**config.mk**
```make
export PLATFORM = sky130hd
export DESIGN_NAME = lf_pgap_writer
export DESIGN_NICKNAME = d
export VERILOG_FILES = /design/src/rtl/pgw_pkg.sv /design/src/rtl/pgw_timer.sv /design/src/rtl/pgw_crc16.sv /design/src/rtl/pgw_bitseq.sv /design/src/rtl/lf_pgap_writer.sv
export SDC_FILE = /design/constraint.sdc
export NUM_CORES = 1
export LEC_CHECK = 0
export BUFFER_PORTS_ARGS = -buffer_cell sky130_fd_sc_hd__buf_2
export CAP_MARGIN = 30
export CELL_PAD_IN_SITES_DETAIL_PLACEMENT = 1
export CELL_PAD_IN_SITES_GLOBAL_PLACEMENT = 2
export CORE_ASPECT_RATIO = 1.25
export CORE_MARGIN = 2
export CORE_UTILIZATION = 39
export DETAILED_ROUTE_END_ITERATION = 10
export PLACE_DENSITY_LB_ADDON = 0.1
export SYNTH_ARGS = -nofsm -noshare
export SYNTH_HDL_FRONTEND = slang
export SYNTH_SLANG_ARGS = --single-unit
```
**constraint.sdc**
```tcl
create_clock -name clk_i -period 7.55 [get_ports clk_i]
set_input_delay 0.755 -clock clk_i [delete_from_list [all_inputs] [get_ports clk_i]]
set_output_delay 0.755 -clock clk_i [all_outputs]
set_load 0.02 [all_outputs]
```
**src/rtl/pgw_pkg.sv**
```systemverilog
`timescale 1ns/1ps
package pgw_pkg;

  typedef enum logic [2:0] {
    PH_IDLE   = 3'd0,
    PH_CHARGE = 3'd1,
    PH_GAP    = 3'd2,
    PH_ON     = 3'd3,
    PH_PROG   = 3'd4
  } phase_e;

  localparam logic [7:0]  HDR_KEY      = 8'hBB;
  localparam logic [7:0]  HDR_PASS     = 8'hEB;
  localparam logic [7:0]  TRL_LO       = 8'h00;
  localparam logic [7:0]  TRL_HI       = 8'h03;
  localparam int unsigned PAYLOAD_BITS = 64;
  localparam int unsigned CHK_BITS     = 16;
  localparam int unsigned FRAME_BITS   = 16 + PAYLOAD_BITS + CHK_BITS + 16;
  localparam logic [15:0] CHK_POLY_REF = 16'h8408;

  function automatic int unsigned umax(input int unsigned a, input int unsigned b);
    return (a > b) ? a : b;
  endfunction

endpackage

```
**src/rtl/pgw_timer.sv**
```systemverilog
`timescale 1ns/1ps
module pgw_timer #(
  parameter int unsigned W = 8
) (
  input  logic         clk_i,
  input  logic         rst_ni,
  input  logic         load_i,
  input  logic [W-1:0] load_val_i,
  output logic         zero_o
);

  logic [W-1:0] cnt_q, cnt_d;
  logic         cnt_en;

  always_comb begin
    cnt_en = load_i || (cnt_q != '0);
    cnt_d  = load_i ? load_val_i : (cnt_q - 1'b1);
  end

  always_ff @(posedge clk_i or negedge rst_ni) begin
    if (!rst_ni)     cnt_q <= '0;
    else if (cnt_en) cnt_q <= cnt_d;
  end

  assign zero_o = (cnt_q == '0);

endmodule

```
**src/rtl/pgw_crc16.sv**
```systemverilog
`timescale 1ns/1ps
module pgw_crc16
  import pgw_pkg::*;
(
  input  logic        clk_i,
  input  logic        rst_ni,
  input  logic        clr_i,
  input  logic        step_i,
  input  logic        bit_i,
  output logic [15:0] crc_o
);

  logic [15:0] crc_q, crc_d;
  logic        crc_en;
  logic        fb;

  always_comb begin
    fb     = crc_q[0] ^ bit_i;
    crc_en = clr_i || step_i;
    if (clr_i) crc_d = '0;
    else       crc_d = (crc_q >> 1) ^ (fb ? CHK_POLY_REF : 16'h0000);
  end

  always_ff @(posedge clk_i or negedge rst_ni) begin
    if (!rst_ni)     crc_q <= '0;
    else if (crc_en) crc_q <= crc_d;
  end

  assign crc_o = crc_q;

endmodule

```
**src/rtl/pgw_bitseq.sv**
```systemverilog
`timescale 1ns/1ps
module pgw_bitseq
  import pgw_pkg::*;
(
  input  logic                    clk_i,
  input  logic                    rst_ni,
  input  logic                    clr_i,
  input  logic                    adv_i,
  input  logic [PAYLOAD_BITS-1:0] data_i,
  input  logic [CHK_BITS-1:0]     chk_i,
  output logic                    bit_o,
  output logic                    nxt_bit_o,
  output logic                    is_data_o,
  output logic                    last_o
);

  localparam int unsigned IW = $clog2(FRAME_BITS);
  localparam logic [IW-1:0] DATA_LO = IW'(16);
  localparam logic [IW-1:0] DATA_HI = IW'(16 + PAYLOAD_BITS);
  localparam logic [IW-1:0] LAST_IX = IW'(FRAME_BITS - 1);

  logic [IW-1:0]         idx_q, idx_d;
  logic                  idx_en;
  logic [FRAME_BITS-1:0] frame;

  // bit 0 of the vector leaves first: headers, payload, check value, trailer
  assign frame = {TRL_HI, TRL_LO, chk_i, data_i, HDR_PASS, HDR_KEY};

  always_comb begin
    idx_en = clr_i || adv_i;
    idx_d  = clr_i ? '0 : (idx_q + 1'b1);
  end

  always_ff @(posedge clk_i or negedge rst_ni) begin
    if (!rst_ni)     idx_q <= '0;
    else if (idx_en) idx_q <= idx_d;
  end

  assign last_o    = (idx_q == LAST_IX);
  assign bit_o     = frame[idx_q];
  assign nxt_bit_o = last_o ? 1'b0 : frame[idx_q + 1'b1];
  assign is_data_o = (idx_q >= DATA_LO) && (idx_q < DATA_HI);

endmodule

```
**src/rtl/lf_pgap_writer.sv**
```systemverilog
`timescale 1ns/1ps
module lf_pgap_writer
  import pgw_pkg::*;
#(
  parameter int unsigned CYC_PER_US  = 16,
  parameter int unsigned ONE_OFF_US  = 1000,
  parameter int unsigned ONE_ON_US   = 1000,
  parameter int unsigned ZERO_OFF_US = 300,
  parameter int unsigned ZERO_ON_US  = 1700,
  parameter int unsigned CHARGE_US   = 50000,
  parameter int unsigned PROG_US     = 50000
) (
  input  logic        clk_i,
  input  logic        rst_ni,
  input  logic        start_i,
  input  logic [63:0] data_i,
  input  logic [15:0] crc_i,
  output logic        field_o,
  output logic        busy_o,
  output logic        done_o
);

  localparam int unsigned ONE_OFF_C  = ONE_OFF_US  * CYC_PER_US;
  localparam int unsigned ONE_ON_C   = ONE_ON_US   * CYC_PER_US;
  localparam int unsigned ZERO_OFF_C = ZERO_OFF_US * CYC_PER_US;
  localparam int unsigned ZERO_ON_C  = ZERO_ON_US  * CYC_PER_US;
  localparam int unsigned CHARGE_C   = CHARGE_US   * CYC_PER_US;
  localparam int unsigned PROG_C     = PROG_US     * CYC_PER_US;
  localparam int unsigned MAX_C = umax(umax(umax(ONE_OFF_C, ONE_ON_C), umax(ZERO_OFF_C, ZERO_ON_C)),
                                       umax(CHARGE_C, PROG_C));
  localparam int unsigned CW = $clog2(MAX_C + 1);

  localparam logic [CW-1:0] LD_ONE_OFF  = CW'(ONE_OFF_C - 1);
  localparam logic [CW-1:0] LD_ONE_ON   = CW'(ONE_ON_C - 1);
  localparam logic [CW-1:0] LD_ZERO_OFF = CW'(ZERO_OFF_C - 1);
  localparam logic [CW-1:0] LD_ZERO_ON  = CW'(ZERO_ON_C - 1);
  localparam logic [CW-1:0] LD_CHARGE   = CW'(CHARGE_C - 1);
  localparam logic [CW-1:0] LD_PROG     = CW'(PROG_C - 1);

  // reset: asserted at once, released through two flops
  logic [1:0] rst_sync_q;
  logic       rst_n_int;

  always_ff @(posedge clk_i or negedge rst_ni) begin
    if (!rst_ni) rst_sync_q <= 2'b00;
    else         rst_sync_q <= {rst_sync_q[0], 1'b1};
  end
  assign rst_n_int = rst_sync_q[1];

  phase_e      ph_q, ph_d;
  logic        done_q, done_d;
  logic [63:0] data_q;
  logic [15:0] crc_q;
  logic        cap_en;
  logic        tm_load, tm_zero;
  logic [CW-1:0] tm_val;
  logic        seq_clr, seq_adv;
  logic        cur_bit, nxt_bit, is_data, last_bit;
  logic        crc_clr, crc_step;
  logic [15:0] crc_gen, crc_sel;

  assign crc_sel = (crc_q == 16'h0000) ? crc_gen : crc_q;

  pgw_timer #(.W(CW)) u_timer (
    .clk_i      (clk_i),
    .rst_ni     (rst_n_int),
    .load_i     (tm_load),
    .load_val_i (tm_val),
    .zero_o     (tm_zero)
  );

  pgw_bitseq u_seq (
    .clk_i     (clk_i),
    .rst_ni    (rst_n_int),
    .clr_i     (seq_clr),
    .adv_i     (seq_adv),
    .data_i    (data_q),
    .chk_i     (crc_sel),
    .bit_o     (cur_bit),
    .nxt_bit_o (nxt_bit),
    .is_data_o (is_data),
    .last_o    (last_bit)
  );

  pgw_crc16 u_crc (
    .clk_i  (clk_i),
    .rst_ni (rst_n_int),
    .clr_i  (crc_clr),
    .step_i (crc_step),
    .bit_i  (cur_bit),
    .crc_o  (crc_gen)
  );

  always_comb begin
    ph_d     = ph_q;
    done_d   = 1'b0;
    cap_en   = 1'b0;
    tm_load  = 1'b0;
    tm_val   = '0;
    seq_clr  = 1'b0;
    seq_adv  = 1'b0;
    crc_clr  = 1'b0;
    crc_step = 1'b0;
    unique case (ph_q)
      PH_IDLE: if (start_i) begin
        cap_en  = 1'b1;
        seq_clr = 1'b1;
        crc_clr = 1'b1;
        tm_load = 1'b1;
        tm_val  = LD_CHARGE;
        ph_d    = PH_CHARGE;
      end
      PH_CHARGE: if (tm_zero) begin
        tm_load = 1'b1;
        tm_val  = cur_bit ? LD_ONE_OFF : LD_ZERO_OFF;
        ph_d    = PH_GAP;
      end
      PH_GAP: if (tm_zero) begin
        tm_load  = 1'b1;
        tm_val   = cur_bit ? LD_ONE_ON : LD_ZERO_ON;
        crc_step = is_data;
        ph_d     = PH_ON;
      end
      PH_ON: if (tm_zero) begin
        tm_load = 1'b1;
        if (last_bit) begin
          tm_val = LD_PROG;
          ph_d   = PH_PROG;
        end else begin
          seq_adv = 1'b1;
          tm_val  = nxt_bit ? LD_ONE_OFF : LD_ZERO_OFF;
          ph_d    = PH_GAP;
        end
      end
      PH_PROG: if (tm_zero) begin
        done_d = 1'b1;
        ph_d   = PH_IDLE;
      end
      default: ph_d = PH_IDLE;
    endcase
  end

  always_ff @(posedge clk_i or negedge rst_n_int) begin
    if (!rst_n_int) begin
      ph_q   <= PH_IDLE;
      done_q <= 1'b0;
    end else begin
      ph_q   <= ph_d;
      done_q <= done_d;
    end
  end

  always_ff @(posedge clk_i or negedge rst_n_int) begin
    if (!rst_n_int) begin
      data_q <= '0;
      crc_q  <= '0;
    end else if (cap_en) begin
      data_q <= data_i;
      crc_q  <= crc_i;
    end
  end

  assign busy_o  = (ph_q != PH_IDLE);
  assign field_o = (ph_q == PH_CHARGE) || (ph_q == PH_ON) || (ph_q == PH_PROG);
  assign done_o  = done_q;

endmodule

```
* Yosys cells after proc, flatten, opt, wreduce, memory -nomap -nowiden
Cells that the tools add are included.
** Word-level totals
- Memory bits (read-only) :: 0
- Logic and storage cells :: 75
- Memory bits (writable) :: 0
- Bits in registers :: 129
- Bits of input ports :: 83
- Output and inout bits :: 3
- Bits in latches :: 0
- Memories kept :: 0
** Cells by class
- Equal/unequal tests :: 10
- Multiply operators :: 0
- Add/sub/neg operators :: 2
- Multiplexer cells :: 36
- Divide/modulo/power cells :: 0
- Shifts and indexed selects :: 0
- Bitwise operators :: 2
- Reduce and logical (&&, ||, !) cells :: 13
- Order comparisons :: 4
** Operators with widths (number)
- two-way mux 20 bit :: 4
- one-hot mux 20 bit (4 select lines) :: 1
- two-way mux 16 bit :: 3
- two-way mux 14 bit :: 3
- two-way mux 15 bit :: 2
- zero test 20 bit :: 1
- nonzero test 20 bit :: 1
- subtractor 20 x 1 -> 20 bit, second input constant :: 1
- two-way mux 3 bit :: 6
- zero test 16 bit :: 1
- < comparator 7 x 8 -> 1 bit, second input constant :: 2
- bitwise XOR 15 x 16 -> 16 bit :: 1
- one-hot mux 3 bit (5 select lines) :: 1
- binary-select mux 1 bit (select 7 bit) :: 2
- two-way mux 1 bit :: 12
- inequality test 2 bit, second input constant :: 5
- adder 7 x 1 -> 7 bit, second input constant :: 1
- equality test 7 bit, second input constant :: 1
- greater-or-equal comparator 7 x 5 -> 1 bit, second input constant :: 1
- < comparator 7 bit, second input constant :: 1
- two-way mux 7 bit :: 1
- equality test 3 x 2 -> 1 bit, second input constant :: 2
- logical OR 1 bit :: 5
- AND reduction 5 bit :: 1
- 8 further kinds :: 8

* Logic depth before layout (Yosys ltp)
- Depth in word-level cells :: 10
- Mapped depth :: 15
- Mapped depth without buffers :: 10

* Hierarchy
From an unflattened synthesis, not the netlist that was laid out.
** Unflattened totals
- Cell total of the unflattened synthesis :: 663
- Area, all modules :: 8037.7 um^2
** Modules (own cells, without submodules)
- lf_pgap_writer :: instances 1, seq. area each 2152.1 um^2, cells an instance 249, area each 3843.7 um^2
- pgw_bitseq :: instances 1, seq. area each 175.2 um^2, cells an instance 223, area each 2290.9 um^2
- pgw_timer :: instances 1, seq. area each 500.5 um^2, cells an instance 134, area each 1214.9 um^2
- pgw_crc16 :: instances 1, seq. area each 400.4 um^2, cells an instance 57, area each 688.2 um^2

* Worst setup path before layout
Ideal clock, no wire load.
- Path kind :: register to register
- From :: register u_seq.idx_q[1]
- To :: register u_timer.cnt_q[10]
- Arrival :: 3.819 ns
- Setup time :: 0.120 ns
- Required time :: 7.430 ns
- Cell stages (with the launch flop) :: 16
- Path slack :: 3.611 ns
- Cell sequence :: dfrtp_1 > clkbuf_1 > clkbuf_1 > buf_2 > inv_1 > ha_1 > buf_2 > clkbuf_1 > mux4_2 > nand2_1 > nand3_1 > a31oi_1 > o21ai_1 > o22ai_1 > o211ai_1 > a31o_1
** On the way
- Cells in the longest elaborated chain, start to end :: 9
- Elaborated cells on any way between the ends :: 16
- Classes of those cells :: add/sub (1); eq/ne (1); mux (14)
** RTL lines
- start, declared :: RTL line pgw_bitseq.sv:22 : logic [IW-1:0] idx_q, idx_d;
- start signal, assigned :: RTL line pgw_bitseq.sv:36 : else if (idx_en) idx_q <= idx_d;
- adder 7 x 1 -> 7 bit :: RTL line pgw_bitseq.sv:41 : assign nxt_bit_o = last_o ? 1'b0 : frame[idx_q + 1'b1];
- binary-select mux 1 bit (select 7 bit) :: RTL line pgw_bitseq.sv:41
- two-way mux 1 bit (not written as such) :: RTL line pgw_bitseq.sv:41
- two-way mux 1 bit :: RTL line pgw_bitseq.sv:41
- two-way mux 14 bit :: RTL line lf_pgap_writer.sv:131 : tm_val = nxt_bit ? LD_ONE_OFF : LD_ZERO_OFF;
- two-way mux 20 bit :: RTL line lf_pgap_writer.sv:126 : if (last_bit) begin
- two-way mux 20 bit :: RTL line lf_pgap_writer.sv:124 : PH_ON: if (tm_zero) begin
- one-hot mux 20 bit (4 select lines) (*) :: RTL line lf_pgap_writer.sv:104 : unique case (ph_q)
- two-way mux 20 bit (*) :: RTL line pgw_timer.sv:17 : cnt_d = load_i ? load_val_i : (cnt_q - 1'b1);
- end signal, assigned :: RTL line pgw_timer.sv:22 : else if (cnt_en) cnt_q <= cnt_d;
- end, declared :: RTL line pgw_timer.sv:12 : logic [W-1:0] cnt_q, cnt_d;
Mark *: on every way between the ends. The rest lies on a longest branch, timed or not. The select of a mux whose other input is x is not followed.
A chain may end at the register's enable or synchronous reset.

* Worst setup path in the final report
- From :: register u_seq.idx_q[0]
- To :: register u_timer.cnt_q[6]
Same word-level chain as after synthesis.

==> qor.txt <==
Final wirelength -> 20800 um
Startpoint types -> flop
Status -> complete, no violations
Grt peak-use layer -> met2
Ys Warns -> 0
Met3 Usage GRT -> 3.87%
Residual DRC -> 0
Initial Utilization -> 39.4%
EDFF count, synth -> 0
Clock Skew -> 0.00687 ns
CP required -> 7.85 ns
Antenna Cells -> 0
Postcts setup bufs -> 0
R2R Setup Slk -> 3.79 ns
Average size of a mapped cell -> 9.02 um2
Syn nets -> 900
Max Slew Vio Count -> 0
Die ar. -> 0.0199 mm2
Crit share post-route -> 49.8%
Flops & latches, synth -> 129
Remaining Overflow, GRT -> 0
VDD IR max -> 0.154 mV
Nets -> 959
Filler Cell Count -> 2137
Most frequent cells in the layout -> nand2_1 (298), dfrtp_1 (127), buf_2 (85), nor2_1 (41), mux4_2 (35)
IO buf count -> 85
Num ports -> 86
Row count -> 56
Critical Path Source -> u_seq.idx_q[0]$_DFFE_PN0P_
Total Routing Usage GR -> 21.9%
Inserted Clock Buffers -> 17
Worst-path fanout max -> 29
Achievable frequency -> 266 MHz
Global-route wire length before repair -> 34500 um
Setup Viol. Count Final -> 0
Largest stage delay, worst path -> 0.76 ns
Area contributors post-synth -> dfrtp_1 (44%), nand2_1 (15%), mux4_2 (11%)
Vias in the first global route -> 6580
CTS Root Cell -> clkbuf_16
TNS Setup -> 0 ns
R2R depth -> 9
Post-Syn Area -> 0.00731 mm2
Gpl congestion -> 0.842
Clk sinks -> 129
Minimum clock period -> 3.76 ns
Area growth from synthesis to layout -> 16.7%
Main flop type after synthesis -> dfrtp_1
DPL Wire Length -> 14400 um
Synth top area share -> 44.1%
Core area -> 0.0186 mm2
Register area share after synthesis -> 44.1%
Post-Synthesis Cells -> 811
Netlist cell types -> 62
CTS HTree Levels -> 4
Max Cap Viol -> 0
Worst-Margin Slew -> 0.947 ns
Worst Hold Class -> input port to async pin
Kind of critical path -> flop to flop
Hold_buf cts -> 0
Share of cells above drive strength 1 -> 20.0%
Arrival time worst endpoint -> 4.06 ns
Vert. Die Dim -> 157 um
Worst reg2reg endpoint -> u_timer.cnt_q[6]$_DFFE_PN0P_
WL per Instance -> 18.7 um
First-pass DRT Iterations -> 4
Clock-pin slew on the worst setup and hold paths -> 0.06 ns
Power after layout -> 0.00213 W
CP bufs+invs -> 1
Cell family with most CP delay -> flip-flops
Met2 usage -> 37.3%
Ys async rst share -> 100%
Met1 Track Usage GR -> 27.9%
Detail Route Antenna Nets -> 0
Vias/cell -> 5.55
Initial antenna violation count -> 0
CP max stage cell -> dfrtp_2
Final hold viol count -> 0
Relative slew slack -> 36.9%
Leading area contributor after synthesis -> dfrtp_1
Unrepaired setup endpoints after global routing -> false
Die width -> 126 um
Drt initial violations -> 330
Bufs on Longest Clock Path -> 2
Crit. End Element -> flop
LEAKAGE -> 4.01 nW
Worst-path cell chain -> buf_4 > nand3_1 > xnor2_1 > mux4_2 > mux2i_1 > o21ai_1 > o22ai_1 > o211ai_1 > a31o_1
Largest net degree at the start of global routing -> 99
Post_cts resized -> 0
Worst skew pair latency -> 0.42 ns
End of the critical path -> u_timer.cnt_q[6]$_DFFE_PN0P_
Pwr/cell area -> 249 mW/mm2
Via count -> 6184
Commonest non-fill, non-tap cell in the layout -> nand2_1
CTS tree -> yes
Critical path depth in cells -> 9
Worst r2r src -> u_seq.idx_q[0]$_DFFE_PN0P_
through the flow:
| stage | cells | instance area [um2] | hold WS, ns | worst slack [ns] | utilization [%] |
|---|---|---|---|---|---|
| final | 1115 | 8530 | 0.104 | 3.79 | 46.0 |
| after global routing | 1115 | 8530 | 0.0885 | 3.46 | 46.0 |
| after CTS | 1113 | 8480 | 0.0906 | 3.75 | 45.7 |
| after detailed placement | 1081 | 7870 | 0.350 | 3.78 | 42.4 |
| after global placement | 1081 | 7870 | 0.339 | 3.92 | 42.4 |
| after floorplan | 811 | 7310 | 0.331 | 3.61 | - |
registers in the layout, indices dropped and copies added, names as in the netlist:
register and cells:
u_timer.cnt_q 20, data_q 64, rst_sync_q 2, crc_q 16
ph_q 3, done_o 1, u_crc.crc_o 16, u_seq.idx_q 7
how the worst min path moves through the flow:
stage,startpoint,end,cells past startpoint
final,rst_ni,rst_sync_q[1]$_DFF_PN0_,1
after global routing,rst_ni,rst_sync_q[1]$_DFF_PN0_,1
after CTS,rst_ni,rst_sync_q[1]$_DFF_PN0_,1
after detailed placement,rst_sync_q[0]$_DFF_PN0_,rst_sync_q[1]$_DFF_PN0_,0
after global placement,rst_sync_q[0]$_DFF_PN0_,rst_sync_q[1]$_DFF_PN0_,0
after floorplan,rst_sync_q[0]$_DFF_PN0_,rst_sync_q[1]$_DFF_PN0_,0
layout make-up:
type,instances,area (um2),share of cell area [%]
Tap cell,232,290,3.40
Multi-Input combinational cell,616,3830,44.9
Inverter,13,48.8,0.572
Clock inverter,14,179,2.10
Clock buffer,18,429,5.03
Sequential cell,129,3230,37.9
Timing Repair Buffer,93,526,6.16
Yosys cell counts (all sizes together), types with 3 or more instances:
| master | number |
|---|---|
| a2111oi | 3 |
| a211oi | 9 |
| a21oi | 16 |
| a22oi | 5 |
| a311oi | 10 |
| a31oi | 18 |
| and3 | 5 |
| buf | 12 |
| clkbuf | 41 |
| dfrtp | 129 |
| ha | 6 |
| inv | 13 |
| mux2i | 8 |
| mux4 | 35 |
| nand2 | 300 |
| nand2b | 4 |
| nand3 | 29 |
| nand4 | 3 |
| nor2 | 41 |
| nor2b | 3 |
| nor3 | 20 |
| nor4 | 10 |
| o211ai | 5 |
| o21ai | 17 |
| o31ai | 4 |
| or3 | 4 |
| or4 | 5 |
| xnor2 | 19 |
| xor2 | 11 |
cell families after synthesis:
group                      Yosys count  share of synthesized area, %
muxes                               43                          11.9
buffers and inverters               66                          3.56
DFF                                129                          44.1
adders and majority gates            6                          1.03
other                                1                        0.0513
AOI/OAI and AO/OA                  101                          9.74
and+or+nand+nor                    433                          25.4
xor gates and xnor gates            32                          4.24
per-layer routing:
layer | vias to the layer above | share of wire [%]
met3 | 26 | 2.6
li1 | 2926 | -
met5 | - | 0
met2 | 104 | 51
met4 | 0 | 2.4
met1 | 3128 | 44
report_power, final:
group	switching, W	internal (W)	leakage [nW]
registers	0.0000959	0.000767	1.61
clock network	0.000335	0.000524	0.288
logic	0.000214	0.000192	2.11
total	0.000644	0.00148	4.01
(Power assumes the default switching activity.)
